File: config.mk
export PLATFORM = sky130hd
export DESIGN_NAME = sdram_cmd_seq
export DESIGN_NICKNAME = d
export VERILOG_FILES = /design/src/rtl/sdram_seq_pkg.sv /design/src/rtl/sdram_seq_cfg.sv /design/src/rtl/sdram_seq_fsm.sv /design/src/rtl/sdram_cmd_seq.sv
export SDC_FILE = /design/constraint.sdc
export NUM_CORES = 1
export LEC_CHECK = 0
export BUFFER_PORTS_ARGS = -buffer_cell sky130_fd_sc_hd__buf_2
export CORE_AREA = 2 2 92 94
export DETAILED_ROUTE_END_ITERATION = 8
export DIE_AREA = 0 0 94 96
export GPL_ROUTABILITY_DRIVEN = 0
export HOLD_SLACK_MARGIN = 0.02
export PLACE_DENSITY = 0.53
export SYNTH_ARGS = -nofsm -noshare
export SYNTH_HDL_FRONTEND = slang
export SYNTH_SLANG_ARGS = --single-unit
File: constraint.sdc
create_clock -name clk_i -period 7.35 [get_ports clk_i]
set_clock_uncertainty 0.2 [all_clocks]
set_input_delay 0.3675 -clock clk_i [delete_from_list [all_inputs] [get_ports clk_i]]
set_output_delay 0.3675 -clock clk_i [all_outputs]
set_load 0.005 [all_outputs]
File: src/rtl/sdram_seq_pkg.sv
package sdram_seq_pkg;

  typedef enum logic [3:0] {
    S_IDLE, S_ACT, S_CMD, S_BST, S_XTND, S_PRE, S_REF,
    S_PREA, S_REF1, S_REF2, S_MRS
  } seq_state_e;

  typedef struct packed {
    logic ras_ext;    // hold row one more clock on accesses
    logic trp3;       // precharge 3 vs 2
    logic trfc10;     // refresh 10 vs 9
    logic rlat3;      // read release 3 vs 2 after burst stop
    logic wbst_same;  // burst stop on last write beat
  } seq_timing_t;

  localparam int T_RCD = 3;

  localparam int B_RAS_EXT = 25;
  localparam int B_REINIT  = 24;
  localparam int B_TRP     = 22;
  localparam int B_TRFC    = 21;
  localparam int B_RLAT    = 19;
  localparam int B_WBST    = 18;

  localparam logic [31:0] CFG_RST       = 32'h0278_0000;
  localparam logic [31:0] CFG_RSVD_MASK = 32'h0C80_0000;
  localparam seq_timing_t TIMING_RST    = '{ras_ext: 1'b1, trp3: 1'b1, trfc10: 1'b1,
                                            rlat3: 1'b1, wbst_same: 1'b0};

endpackage

File: src/rtl/sdram_seq_cfg.sv
module sdram_seq_cfg
  import sdram_seq_pkg::*;
(
  input  logic        clk_i,
  input  logic        rst_ni,
  input  logic        we_i,
  input  logic [31:0] wdata_i,
  output logic [31:0] rdata_o,
  output seq_timing_t timing_o,
  output logic        reinit_req_o
);

  logic [31:0] cfg_q;

  always_ff @(posedge clk_i or negedge rst_ni) begin
    if (!rst_ni)   cfg_q <= CFG_RST;
    else if (we_i) cfg_q <= wdata_i & ~CFG_RSVD_MASK;
  end

  assign rdata_o      = cfg_q;
  assign reinit_req_o = we_i && (wdata_i[B_REINIT] != cfg_q[B_REINIT]);

  assign timing_o.ras_ext   = cfg_q[B_RAS_EXT];
  assign timing_o.trp3      = cfg_q[B_TRP];
  assign timing_o.trfc10    = cfg_q[B_TRFC];
  assign timing_o.rlat3     = cfg_q[B_RLAT];
  assign timing_o.wbst_same = cfg_q[B_WBST];

  // written value minus reserved bits appears one clock later
  a_r10_readback: assert property (@(posedge clk_i) disable iff (!rst_ni)
    we_i |=> (rdata_o == ($past(wdata_i) & ~CFG_RSVD_MASK)));

endmodule

File: src/rtl/sdram_seq_fsm.sv
module sdram_seq_fsm
  import sdram_seq_pkg::*;
#(
  parameter int BURST_LEN = 4,
  parameter int T_MRD     = 2
) (
  input  logic        clk_i,
  input  logic        rst_ni,
  input  seq_timing_t timing_i,
  input  logic        reinit_req_i,
  input  logic        req_i,
  input  logic        req_we_i,
  input  logic        ref_req_i,
  output logic        gnt_o,
  output logic        cmd_act_o,
  output logic        cmd_rd_o,
  output logic        cmd_wr_o,
  output logic        cmd_bst_o,
  output logic        cmd_pre_o,
  output logic        cmd_ref_o,
  output logic        cmd_mrs_o,
  output logic        dq_oe_o
);

  localparam int MAX_A = (BURST_LEN > 10) ? BURST_LEN : 10;
  localparam int MAX_D = (T_MRD > MAX_A) ? T_MRD : MAX_A;
  localparam int CNT_W = $clog2(MAX_D + 1);

  seq_state_e        st_q, nxt;
  logic [CNT_W-1:0]  cnt_q, dur;
  logic              load, ent_q;
  logic              pwr_pend_q, reinit_pend_q, op_we_q;
  seq_timing_t       cur_q, eff;
  logic [CNT_W-1:0]  trp_c, trfc_c, rlat_c;

  // settings sampled while idle; frozen for the running sequence
  assign eff    = (st_q == S_IDLE) ? timing_i : cur_q;
  assign trp_c  = eff.trp3   ? CNT_W'(3)  : CNT_W'(2);
  assign trfc_c = eff.trfc10 ? CNT_W'(10) : CNT_W'(9);
  assign rlat_c = eff.rlat3  ? CNT_W'(3)  : CNT_W'(2);

  always_comb begin
    nxt  = st_q;
    dur  = CNT_W'(1);
    load = 1'b0;
    if (st_q == S_IDLE) begin
      if (pwr_pend_q || (ref_req_i && reinit_pend_q)) begin
        nxt = S_PREA; dur = trp_c; load = 1'b1;
      end else if (ref_req_i) begin
        nxt = S_REF; dur = trfc_c; load = 1'b1;
      end else if (req_i) begin
        nxt = S_ACT; dur = CNT_W'(T_RCD); load = 1'b1;
      end
    end else if (cnt_q == '0) begin
      load = 1'b1;
      case (st_q)
        S_ACT: begin nxt = S_CMD; dur = CNT_W'(BURST_LEN); end
        S_CMD: begin
          if (!op_we_q || !eff.wbst_same) begin
            nxt = S_BST;
            dur = op_we_q ? CNT_W'(1) : rlat_c;
          end else if (eff.ras_ext) begin
            nxt = S_XTND;
          end else begin
            nxt = S_PRE; dur = trp_c;
          end
        end
        S_BST: begin
          if (eff.ras_ext) nxt = S_XTND;
          else begin nxt = S_PRE; dur = trp_c; end
        end
        S_XTND: begin nxt = S_PRE;  dur = trp_c;  end
        S_PREA: begin nxt = S_REF1; dur = trfc_c; end
        S_REF1: begin nxt = S_REF2; dur = trfc_c; end
        S_REF2: begin nxt = S_MRS;  dur = CNT_W'(T_MRD); end
        default: nxt = S_IDLE;
      endcase
    end
  end

  always_ff @(posedge clk_i or negedge rst_ni) begin
    if (!rst_ni) begin
      st_q          <= S_IDLE;
      cnt_q         <= '0;
      ent_q         <= 1'b0;
      cur_q         <= TIMING_RST;
      pwr_pend_q    <= 1'b1;
      reinit_pend_q <= 1'b0;
      op_we_q       <= 1'b0;
    end else begin
      if (load) begin
        st_q  <= nxt;
        cnt_q <= dur - CNT_W'(1);
        ent_q <= 1'b1;
      end else begin
        ent_q <= 1'b0;
        if (cnt_q != '0) cnt_q <= cnt_q - CNT_W'(1);
      end
      if (st_q == S_IDLE) cur_q <= timing_i;
      if (st_q == S_IDLE && nxt == S_PREA) pwr_pend_q <= 1'b0;
      if (reinit_req_i) reinit_pend_q <= 1'b1;
      else if (st_q == S_IDLE && nxt == S_PREA) reinit_pend_q <= 1'b0;
      if (st_q == S_IDLE && nxt == S_ACT) op_we_q <= req_we_i;
    end
  end

  assign cmd_act_o = (st_q == S_ACT) && ent_q;
  assign gnt_o     = cmd_act_o;
  assign cmd_rd_o  = (st_q == S_CMD) && ent_q && !op_we_q;
  assign cmd_wr_o  = (st_q == S_CMD) && ent_q && op_we_q;
  assign cmd_bst_o = ((st_q == S_BST) && ent_q) ||
                     ((st_q == S_CMD) && op_we_q && cur_q.wbst_same && cnt_q == '0);
  assign cmd_pre_o = (st_q == S_PRE || st_q == S_PREA) && ent_q;
  assign cmd_ref_o = (st_q == S_REF || st_q == S_REF1 || st_q == S_REF2) && ent_q;
  assign cmd_mrs_o = (st_q == S_MRS) && ent_q;
  assign dq_oe_o   = (st_q == S_CMD) && op_we_q;

  a_r12_cmd_onehot: assert property (@(posedge clk_i) disable iff (!rst_ni)
    $onehot0({cmd_act_o, cmd_rd_o, cmd_wr_o, cmd_pre_o, cmd_ref_o, cmd_mrs_o}));

  a_r7_rcd_fixed: assert property (@(posedge clk_i) disable iff (!rst_ni)
    (cmd_rd_o || cmd_wr_o) |-> $past(cmd_act_o, 3));

  a_r12_oe_with_wr: assert property (@(posedge clk_i) disable iff (!rst_ni)
    $rose(dq_oe_o) |-> cmd_wr_o);

  a_r8_ref_before_req: assert property (@(posedge clk_i) disable iff (!rst_ni)
    (st_q == S_IDLE && ref_req_i) |=> !cmd_act_o);

  a_r5_pre_gap: assert property (@(posedge clk_i) disable iff (!rst_ni)
    cmd_act_o |-> (!$past(cmd_pre_o, 1) && !$past(cmd_pre_o, 2)));

endmodule

File: src/rtl/sdram_cmd_seq.sv
module sdram_cmd_seq
  import sdram_seq_pkg::*;
#(
  parameter int BURST_LEN = 4,
  parameter int T_MRD     = 2
) (
  input  logic        clk_i,
  input  logic        rst_ni,
  input  logic        cfg_we_i,
  input  logic [31:0] cfg_wdata_i,
  output logic [31:0] cfg_rdata_o,
  input  logic        req_i,
  input  logic        req_we_i,
  output logic        gnt_o,
  input  logic        ref_req_i,
  output logic        cmd_act_o,
  output logic        cmd_rd_o,
  output logic        cmd_wr_o,
  output logic        cmd_bst_o,
  output logic        cmd_pre_o,
  output logic        cmd_ref_o,
  output logic        cmd_mrs_o,
  output logic        dq_oe_o
);

  seq_timing_t timing;
  logic        reinit_req;

  sdram_seq_cfg u_cfg (
    .clk_i       (clk_i),
    .rst_ni      (rst_ni),
    .we_i        (cfg_we_i),
    .wdata_i     (cfg_wdata_i),
    .rdata_o     (cfg_rdata_o),
    .timing_o    (timing),
    .reinit_req_o(reinit_req)
  );

  sdram_seq_fsm #(
    .BURST_LEN(BURST_LEN),
    .T_MRD    (T_MRD)
  ) u_fsm (
    .clk_i       (clk_i),
    .rst_ni      (rst_ni),
    .timing_i    (timing),
    .reinit_req_i(reinit_req),
    .req_i       (req_i),
    .req_we_i    (req_we_i),
    .ref_req_i   (ref_req_i),
    .gnt_o       (gnt_o),
    .cmd_act_o   (cmd_act_o),
    .cmd_rd_o    (cmd_rd_o),
    .cmd_wr_o    (cmd_wr_o),
    .cmd_bst_o   (cmd_bst_o),
    .cmd_pre_o   (cmd_pre_o),
    .cmd_ref_o   (cmd_ref_o),
    .cmd_mrs_o   (cmd_mrs_o),
    .dq_oe_o     (dq_oe_o)
  );

endmodule

==> Word level (Yosys, flattened, before mapping) <==
Index checks and enable logic that the tools add are counted.
{ "word_totals": {"reg_bits": 46, "latch_bits": 0, "ramBits": 0, "rom_bits": 0, "input_bits": 38, "out_inout_bits": 41, "word_cells": 87, "memories": 0} }
{ "op_classes": {"n_addsub": 2, "mul": 0, "n_div": 0, "n_lt_le_gt_ge": 0, "n_eq_ne": 13, "shifts": 0, "mux": 31, "bitwise_logic": 0, "n_reduce_logical": 29} }
{ "op_table": {"columns": ["cell", "n"], "rows": [
  ["2-to-1 mux 4 bit", 15],
  ["one-hot mux 4 bit (7 select lines)", 1],
  ["one-hot mux 4 bit (6 select lines)", 1],
  ["equality test 4 x 3 -> 1 bit (second input constant)", 5],
  ["logical AND 1 bit", 15],
  ["equality test 4 bit (second input constant)", 3],
  ["2-to-1 mux 1 bit", 11],
  ["equality test 4 x 1 -> 1 bit (second input constant)", 2],
  ["equality test 4 x 2 -> 1 bit (second input constant)", 2],
  ["logical NOT 4 bit", 2],
  ["subtractor 4 x 1 -> 4 bit (second input constant)", 2],
  ["logical OR 1 bit", 6],
  ["2-to-1 mux 5 bit", 1],
  ["2-to-1 mux 2 bit", 2],
  ["nonzero test 2 bit", 2],
  ["nonzero test 4 bit", 1],
  ["logical NOT 1 bit", 2],
  ["OR reduction 2 bit", 1],
  ["inequality test 1 bit", 1]
]} }

==> Depth between registers and ports, before layout <==
Gate-level depths: netlist of run 1.
{ "logic_depth": {"ltp_word": 12, "mapped_depth": 10, "mapped_depth_nobuf": 8} }

==> Cells and area by module <==
A second synthesis of run 1 with hierarchy kept.
{ "unflattened": {"hier_cells": 214, "area_unflattened_um2": 2497.4} }
{ "by_module_without_submodules": {"columns": ["module", "instances", "cells_per_inst", "area_each_um2", "seq_area_each_um2"], "rows": [
  ["sdram_seq_cfg", 1, 72, 1280.0, 732.0],
  ["sdram_seq_fsm", 1, 142, 1217.4, 431.7]
]} }

==> Worst setup path after synthesis of run 1 <==
OpenSTA, ideal clock, no wires.
{ "synth_timing": {"kind": "reg-to-reg", "start": "register u_fsm.st_q[1]", "end": "register u_fsm.cnt_q[2]", "setup_time_ns": 0.077, "t_arrival_ns": 2.200, "required_ns": 7.073, "slack_ns": 4.873, "stages_incl_launch_ff": 11, "path_buffers": 2, "synth_period_minus_slack_ns": 2.477, "cell_sequence": "dfrtp_1 -> buf_6 -> or4_4 -> buf_6 -> mux2i_4 -> nor2_2 -> a311oi_2 -> o31ai_1 -> ha_1 -> xor2_1 -> a21oi_1"} }
{ "synth_via": {"word_cells_on_any_way": 27, "cone_classes": "add/sub: 1; eq/ne: 7; mux: 14; reduce/logical: 5"} }
{ "synth_rtl": {"columns": ["item", "line_no", "rtl"], "rows": [
  ["start: declaration", "sdram_seq_fsm.sv:29", "seq_state_e st_q, nxt;"],
  ["start signal: assignment", "sdram_seq_fsm.sv:92", "st_q <= nxt;"],
  ["logical NOT 4 bit *", "sdram_seq_fsm.sv:46", "if (st_q == S_IDLE) begin"],
  ["2-to-1 mux 1 bit *", "sdram_seq_fsm.sv:46", null],
  ["net u_fsm.load", "sdram_seq_fsm.sv:31", "logic load, ent_q;"],
  ["2-to-1 mux 4 bit or nonzero test 2 bit (tied branches)", null, null],
  ["end signal: assignment", "sdram_seq_fsm.sv:93", "cnt_q <= dur - CNT_W'(1);"],
  ["end signal: assignment", "sdram_seq_fsm.sv:97", "if (cnt_q != '0) cnt_q <= cnt_q - CNT_W'(1);"],
  ["end: declaration", "sdram_seq_fsm.sv:30", "logic [CNT_W-1:0] cnt_q, dur;"]
]} }
The timed path passes the listed nets; every way through them passes the cells marked *.
A chain may end at the register's enable or synchronous reset.

==> Final worst setup path of run 1 <==
{ "layout_timing": {"start": "register u_fsm.st_q[2]", "end": "register u_fsm.cnt_q[2]"} }
{ "layout_via": {"elab_chain_len": 10, "word_cells_on_any_way": 27, "cone_classes": "add/sub: 1; eq/ne: 7; mux: 14; reduce/logical: 5"} }
{ "layout_rtl": {"columns": ["item", "line_no", "rtl"], "rows": [
  ["logical NOT 4 bit", "sdram_seq_fsm.sv:37, sdram_seq_fsm.sv:46", null],
  ["2-to-1 mux 5 bit", "sdram_seq_fsm.sv:37", "assign eff = (st_q == S_IDLE) ? timing_i : cur_q;"],
  ["2-to-1 mux 1 bit, or another cell as far along", "sdram_seq_fsm.sv:38", "assign trp_c = eff.trp3 ? CNT_W'(3) : CNT_W'(2);"],
  ["2-to-1 mux 4 bit, or another cell as far along", "sdram_seq_fsm.sv:62, sdram_seq_fsm.sv:69", null],
  ["2-to-1 mux 4 bit", "sdram_seq_fsm.sv:59", "if (!op_we_q || !eff.wbst_same) begin"],
  ["one-hot mux 4 bit (6 select lines)", "sdram_seq_fsm.sv:56", "case (st_q)"],
  ["2-to-1 mux 4 bit", "sdram_seq_fsm.sv:54", "end else if (cnt_q == '0) begin"],
  ["2-to-1 mux 4 bit", "sdram_seq_fsm.sv:46", null],
  ["subtractor 4 x 1 -> 4 bit", "sdram_seq_fsm.sv:93", null],
  ["2-to-1 mux 4 bit", "sdram_seq_fsm.sv:91", "if (load) begin"]
]} }
Several ways; a longest one is shown, not always the timed one.

==> results_dict.tcl, run 1 <==
set metrics [dict create \
    ctsResizeCount 0 \
    multi_input_area_um2 1070 \
    fin_crit_ns 2.88 \
    initial_core_util_pct 29.1 \
    dp_hpwl_mm 3.77 \
    drt_first_iter_violations 72 \
    start_kind "flip-flop" \
    num_rows 33 \
    clock_path_buffers 2 \
    synth_cells 223 \
    ys_seq_area_share_pct 49.7 \
    final_cell_count_no_fill 394 \
    cts.htree.levels 2 \
    wl_per_cell_um 13.5 \
    status "finished, final reports clean" \
    ys_ff_latch 46 \
    yosys_most_used_dff "dfrtp_1" \
    clk_pin_slew_ns 0.09 \
    drtPass1Iterations 4 \
    worstSetupPathType "flip-flop to flip-flop" \
    grt_pass1_wl_mm 9.23 \
    startpoint "u_fsm.st_q[2]" \
    cp.required_ns 7.29 \
    postSynthAreaPerCell_um2 10.5 \
    clock-sinks 46 \
    timing.rr.start "u_fsm.st_q[2]" \
    diodes 0 \
    dieWidth_um 94 \
    drv_slew 0 \
    cts_tree "yes" \
    root_buffer "clkbuf_8" \
    coreArea_um2 8050 \
    rsz0062_at_grt "false" \
    post_cts_buffers 0 \
    ant_nets 0 \
    antenna_found_initial 0 \
    cts_hold_buf 0 \
    finalHoldViolCount 0 \
    grt_pass1_vias 1863 \
    grt_overflow 0 \
    nNetsFinal 327 \
    synth_area_um2 2340 \
    drive_gt1_share_pct 42.9 \
    min_path_type "input port to async pin" \
    placedCellCount 386 \
    grt_max_degree 47 \
    fill_cells 851 \
    synth_compound_area_share_pct 12.8 \
    ir_drop_uv 122 \
    die_h_um 96 \
    avgViaCountPerCell 4.87 \
    synth.distinct_cells 47 \
    p_leak_nw 1.28 \
    cp_max_fo 23 \
    clkLatencyLatePin_ns 0.30 \
    register_area_um2 1160 \
    track_usage_pct 12.9 \
    drt_wl_total_mm 5.33 \
    period_share_pct 39.2 \
    reg2reg_slack_ns 4.47 \
    synthMuxAreaShare_pct 15.3 \
    critical_path_arrival_ns 2.83 \
    async_reset_ff_share_pct 100 \
    slew_headroom_pct 30.2 \
    synth_fa_ha_area_share_pct 0.534 \
    yosys_warnings 0 \
    yosys.area_share.simple_pct 15.9 \
    drc_errors 0 \
    area_growth_pct 21.4 \
    setup-violations-final 0 \
    synth_top_family_by_area "simple AND/OR/NAND/NOR gates" \
    worstMarginPinSlew_ns 1.05 \
    fin_util_pct 35.3 \
    synth-edff-count 0 \
    fin_setup_tns_ns 0 \
    final_cell_mix "72 x buf_2, 36 x dfrtp_1, 29 x mux2_2" \
    ios 79 \
    synthXorXnorAreaFrac_pct 0.748 \
    timing.fmax_mhz 347 \
    num_vias 1917 \
    die_area_um2 9020 \
    powerDensity_nw_per_um2 320 \
    portBuffers 72 \
    drv_cap 0 \
    numCtsBuffers 5 \
    final_common_cell "buf_2" \
    endpoint_kind "flip-flop" \
]
## logic make-up (layout without fill, tap and decap cells)
family          Yosys count  in the layout
compound gates           47             47
xor+xnor                  2              2
fa+ha+maj                 1              1
buf+inv                  22             86
flops                    46             46
mux                      31             31
other cells               1              3
simple gates             73             73
## final timing paths
path | cells past startpoint | endpoint
worst max register to register | 8 | u_fsm.cnt_q[2]
min in group clk_i | 3 | u_cfg.rdata_o[21]
worst min register to register | 2 | u_fsm.cur_q[1]
worst min-delay path | 1 | u_fsm.st_q[0]
max in group asynchronous | 1 | u_cfg.rdata_o[13]
worst max-delay path | 8 | u_fsm.cnt_q[2]
## state kept, by name, summed over array words and instances (netlist names)
name                 count
u_fsm.reinit_pend_q      1
u_fsm.st_q               4
u_cfg.rdata_o           29
u_fsm.cur_q              5
u_fsm.op_we_q            1
u_fsm.pwr_pend_q         1
u_fsm.cnt_q              4
u_fsm.ent_q              1
## layout make-up
class                      instances  area share [%]
tap                              105            4.62
multi-input combinational        157            37.7
clock inverter                     2           0.528
clock buffer                       6            2.55
sequential                        46            41.0
inverter                           5           0.661
timing repair buffer              73            12.9
## power by group
group	switching [W]	total (W)	internal, W
clock network	0.0000875	0.000155	0.0000671
registers	0.0000999	0.000422	0.000322
logic	0.000172	0.000332	0.000160
total	0.000359	0.000908	0.000549
## synth_stat cells, types with 3 or more instances
| library cell | number | area [µm²] |
|---|---|---|
| a21oi_1 | 11 | 55.1 |
| and2_1 | 3 | 18.8 |
| buf_1 | 3 | 11.3 |
| buf_4 | 4 | 30.0 |
| clkbuf_1 | 8 | 30.0 |
| dfrtp_1 | 36 | 901 |
| dfstp_2 | 10 | 263 |
| inv_1 | 5 | 18.8 |
| mux2_2 | 29 | 327 |
| nand2_1 | 19 | 71.3 |
| nand2b_1 | 5 | 31.3 |
| nor2_1 | 18 | 67.6 |
| nor2b_1 | 4 | 25.0 |
| nor3_1 | 7 | 35.0 |
| nor4_1 | 3 | 18.8 |
| o21ai_0 | 15 | 75.1 |
| o31ai_1 | 4 | 30.0 |
## through the flow
step / instance area (µm²) / worst slack [ns] / total power (W) / hold WS (ns)
after CTS: 2840 / 4.49 / 0.000919 / 0.0643
after global routing: 2840 / 4.23 / 0.000989 / 0.0735
after detailed placement: 2750 / 4.52 / 0.000759 / 0.255
after global placement: 2750 / 4.55 / 0.000754 / 0.252
final: 2840 / 4.47 / 0.000908 / 0.0555
after floorplan: 2350 / 4.87 / 0.000668 / -0.128
## worst max-delay path, stage by stage, from the launching register on
cell	delay [ns]
dfrtp_1	0.81
nand2b_1	0.29
nor4_1	0.24
nor3_1	0.07
or4_1	0.46
o221ai_1	0.26
ha_1	0.22
xor2_1	0.14
a21oi_1	0.05
## metal layers
layer,up-vias,GRT usage (%),part of all wire [%]
met5,-,0,0
met4,0,3.50,1.2
met3,7,4.15,8.1
met2,70,19.0,45
met1,926,18.3,46
li1,914,-,-
Power figures use the tool's default switching activity.
==> run 2, diff against run 1 <==
- ABC_AREA: default -> 1
- CORE_AREA: 2 2 92 94 -> 2 2 93 95
- DIE_AREA: 0 0 94 96 -> 0 0 95 97
- PLACE_DENSITY: 0.53 -> 0.55
- clock period: 7.35 -> 2.6 ns (I/O delays scaled with it)
==> results_dict.tcl, run 2 <==
set metrics [dict create \
    clock-sinks 46 \
    yosys_warnings 0 \
    yosys.area.top_type "dfrtp_1" \
    register_area_um2 1160 \
    wl_per_cell_um 11.9 \
    grt_pass1_wl_mm 9.11 \
    setup-violations-final 0 \
    ff2ff_path_depth 10 \
    num_vias 2077 \
    cp_max_fo 11 \
    synth.distinct_cells 32 \
    postSynthAreaPerCell_um2 9.14 \
    drv_slew 0 \
    ys_seq_area_share_pct 48.9 \
    synth_area_um2 2380 \
    grt_overflow 0 \
    timing.fmax_mhz 429 \
    dieWidth_um 95 \
    p_leak_nw 1.67 \
    fill_cells 826 \
    die_area_um2 9220 \
    drc_errors 0 \
    drt_wl_total_mm 5.70 \
    clock_path_buffers 2 \
    die_h_um 97 \
    portBuffers 72 \
    cts_tree "yes" \
    track_usage_pct 12.5 \
    slew_headroom_pct 55.6 \
    drive_gt1_share_pct 38.1 \
    num_rows 33 \
    grt_pass1_vias 1978 \
    drtPass1Iterations 4 \
    timing.rr.start "u_fsm.st_q[0]" \
    worstSetupPathType "flip-flop to flip-flop" \
    cp.required_ns 2.62 \
    reg2reg_slack_ns 0.27 \
    drv_cap 0 \
    finalHoldViolCount 0 \
    period_share_pct 89.6 \
    ys_ff_latch 46 \
    rsz0062_at_grt "false" \
    yosys_most_used_dff "dfrtp_1" \
    yosys-top-cells-count "54 x nand2_1, 36 x dfrtp_1, 28 x inv_1, 28 x nor2_1, 27 x mux2_2" \
    clkLatencyLatePin_ns 0.29 \
    antenna_found_initial 0 \
    area_growth_pct 38.9 \
    avgViaCountPerCell 4.35 \
    dpl_cell_area_um2 2830 \
    synth-edff-count 0 \
    clk_pin_slew_ns 0.09 \
    initial_core_util_pct 29.2 \
    synth_area_leaders "dfrtp_1 38%, mux2_2 13%, dfstp_2 11%" \
    fin_setup_tns_ns 0 \
    synth_cells 260 \
    reg2reg_to "u_fsm.cnt_q[2]" \
    multi_input_area_um2 1040 \
    largest_reg_flops 29 \
    synth_top_area_share_pct 37.9 \
    fin_crit_ns 2.33 \
    nNetsFinal 411 \
    ios 79 \
    powerDensity_nw_per_um2 881 \
    drt_first_iter_violations 68 \
    ant_nets 0 \
    grt_max_degree 33 \
    coreArea_um2 8130 \
    numCtsBuffers 5 \
    diodes 0 \
    yosysMostFrequentCell "nand2_1" \
    ctsResizeCount 0 \
    critPathCapture "u_fsm.cnt_q[2]" \
    startpoint "u_fsm.st_q[0]" \
    min_path_type "input port to async pin" \
    endpoint_kind "flip-flop" \
    start_kind "flip-flop" \
    cts.htree.levels 2 \
    final_cell_mix "72 x buf_2, 54 x nand2_1, 36 x dfrtp_1" \
    root_buffer "clkbuf_8" \
    critical_path_arrival_ns 2.35 \
    dp_hpwl_mm 4.05 \
    status "finished, final reports clean" \
    async_reset_ff_share_pct 100 \
    ir_drop_uv 271 \
    worstMarginPinSlew_ns 0.666 \
    fin_area_um2 3300 \
    final_common_cell "buf_2" \
]
-- run 2: cell count changes after synthesis, moves of 3 or more --
cell	previous run	this run
o21ai_0	15	8
nand2_4	0	7
nand3_1	2	19
nand2_1	19	54
inv_1	5	28
nor3_1	7	1
o31ai_1	4	0
nand2_2	0	4
clkbuf_1	8	2
nand2b_1	5	0
nor2_1	18	28
a21oi_1	11	7
nor2b_1	4	0
and2_1	3	0
-- run 2: power by group --
group,switching [W],total (W),internal (W)
sequential,0.000137,0.00105,0.000910
combinational,0.000793,0.00138,0.000584
clock,0.000242,0.000486,0.000244
total,0.00117,0.00291,0.00174
-- run 2: worst max-delay path, cell delays in order (launching register included) --
cell	delay (ns)
dfrtp_1	0.48
nor2_4	0.21
nand2_4	0.16
inv_2	0.12
nand3_1	0.07
o21ai_1	0.15
nand2_1	0.12
and3_1	0.21
ha_1	0.19
or2_1	0.23
a21oi_1	0.11
-- run 2: layout make-up --
cell class | instances | share of cell area [%]
Inverter | 30 | 3.41
Multi-Input combinational cell | 176 | 31.5
Timing Repair Buffer | 113 | 22.7
Sequential cell | 46 | 35.2
Tap cell | 105 | 3.98
Clock buffer | 7 | 2.92
Clock inverter | 1 | 0.265
-- run 2: per-layer routing --
metal | up-vias | track usage [%] | routed length, µm
met5 | - | 0 | 0
met4 | 0 | 4.12 | 54
met3 | 4 | 3.35 | 301
met2 | 62 | 20.9 | 2870
met1 | 960 | 15.4 | 2460
li1 | 1051 | - | -
-- run 2: worst min-delay path by stage --
stage                     startpoint               end  cells past startpoint
after floorplan               rst_ni  u_cfg.rdata_o[0]                      0
after global placement        rst_ni    u_fsm.cur_q[0]                      1
after detailed placement      rst_ni    u_fsm.cur_q[0]                      1
after CTS                     rst_ni     u_fsm.op_we_q                      2
after global routing          rst_ni     u_fsm.op_we_q                      2
final                         rst_ni    u_fsm.cur_q[0]                      2
-- run 2: kinds of logic after synthesis --
family | count (synthesis) | synth area share, %
XOR/XNOR | 1 | 0.368
AND/OR/NAND/NOR | 121 | 24.2
flip-flops | 46 | 48.9
AO/OA/AOI/OAI | 23 | 5.42
buffers and inverters | 40 | 7.58
multiplexers | 27 | 12.8
other | 1 | 0.158
adder cells (fa/ha/maj) | 1 | 0.526
-- run 2: metrics by stage --
stage                     power, W  hold WS, ns  util, %  worst slack [ns]  std cells
after CTS                  0.00287       0.0327     40.0             0.197        472
after floorplan            0.00200       -0.366        -             0.458        262
final                      0.00291       0.0351     40.6             0.270        478
after global routing       0.00318       0.0579     40.6            0.0412        478
after global placement     0.00229       -0.182     34.8             0.264        432
after detailed placement   0.00231       -0.177     34.8             0.213        432
-- run 2: repair_timing --
action	4_1_cts	5_1_grt
hold endpoints to repair	70	0
setup endpoints to repair	0	2
setup buffers	0	6
hold buffers	32	0
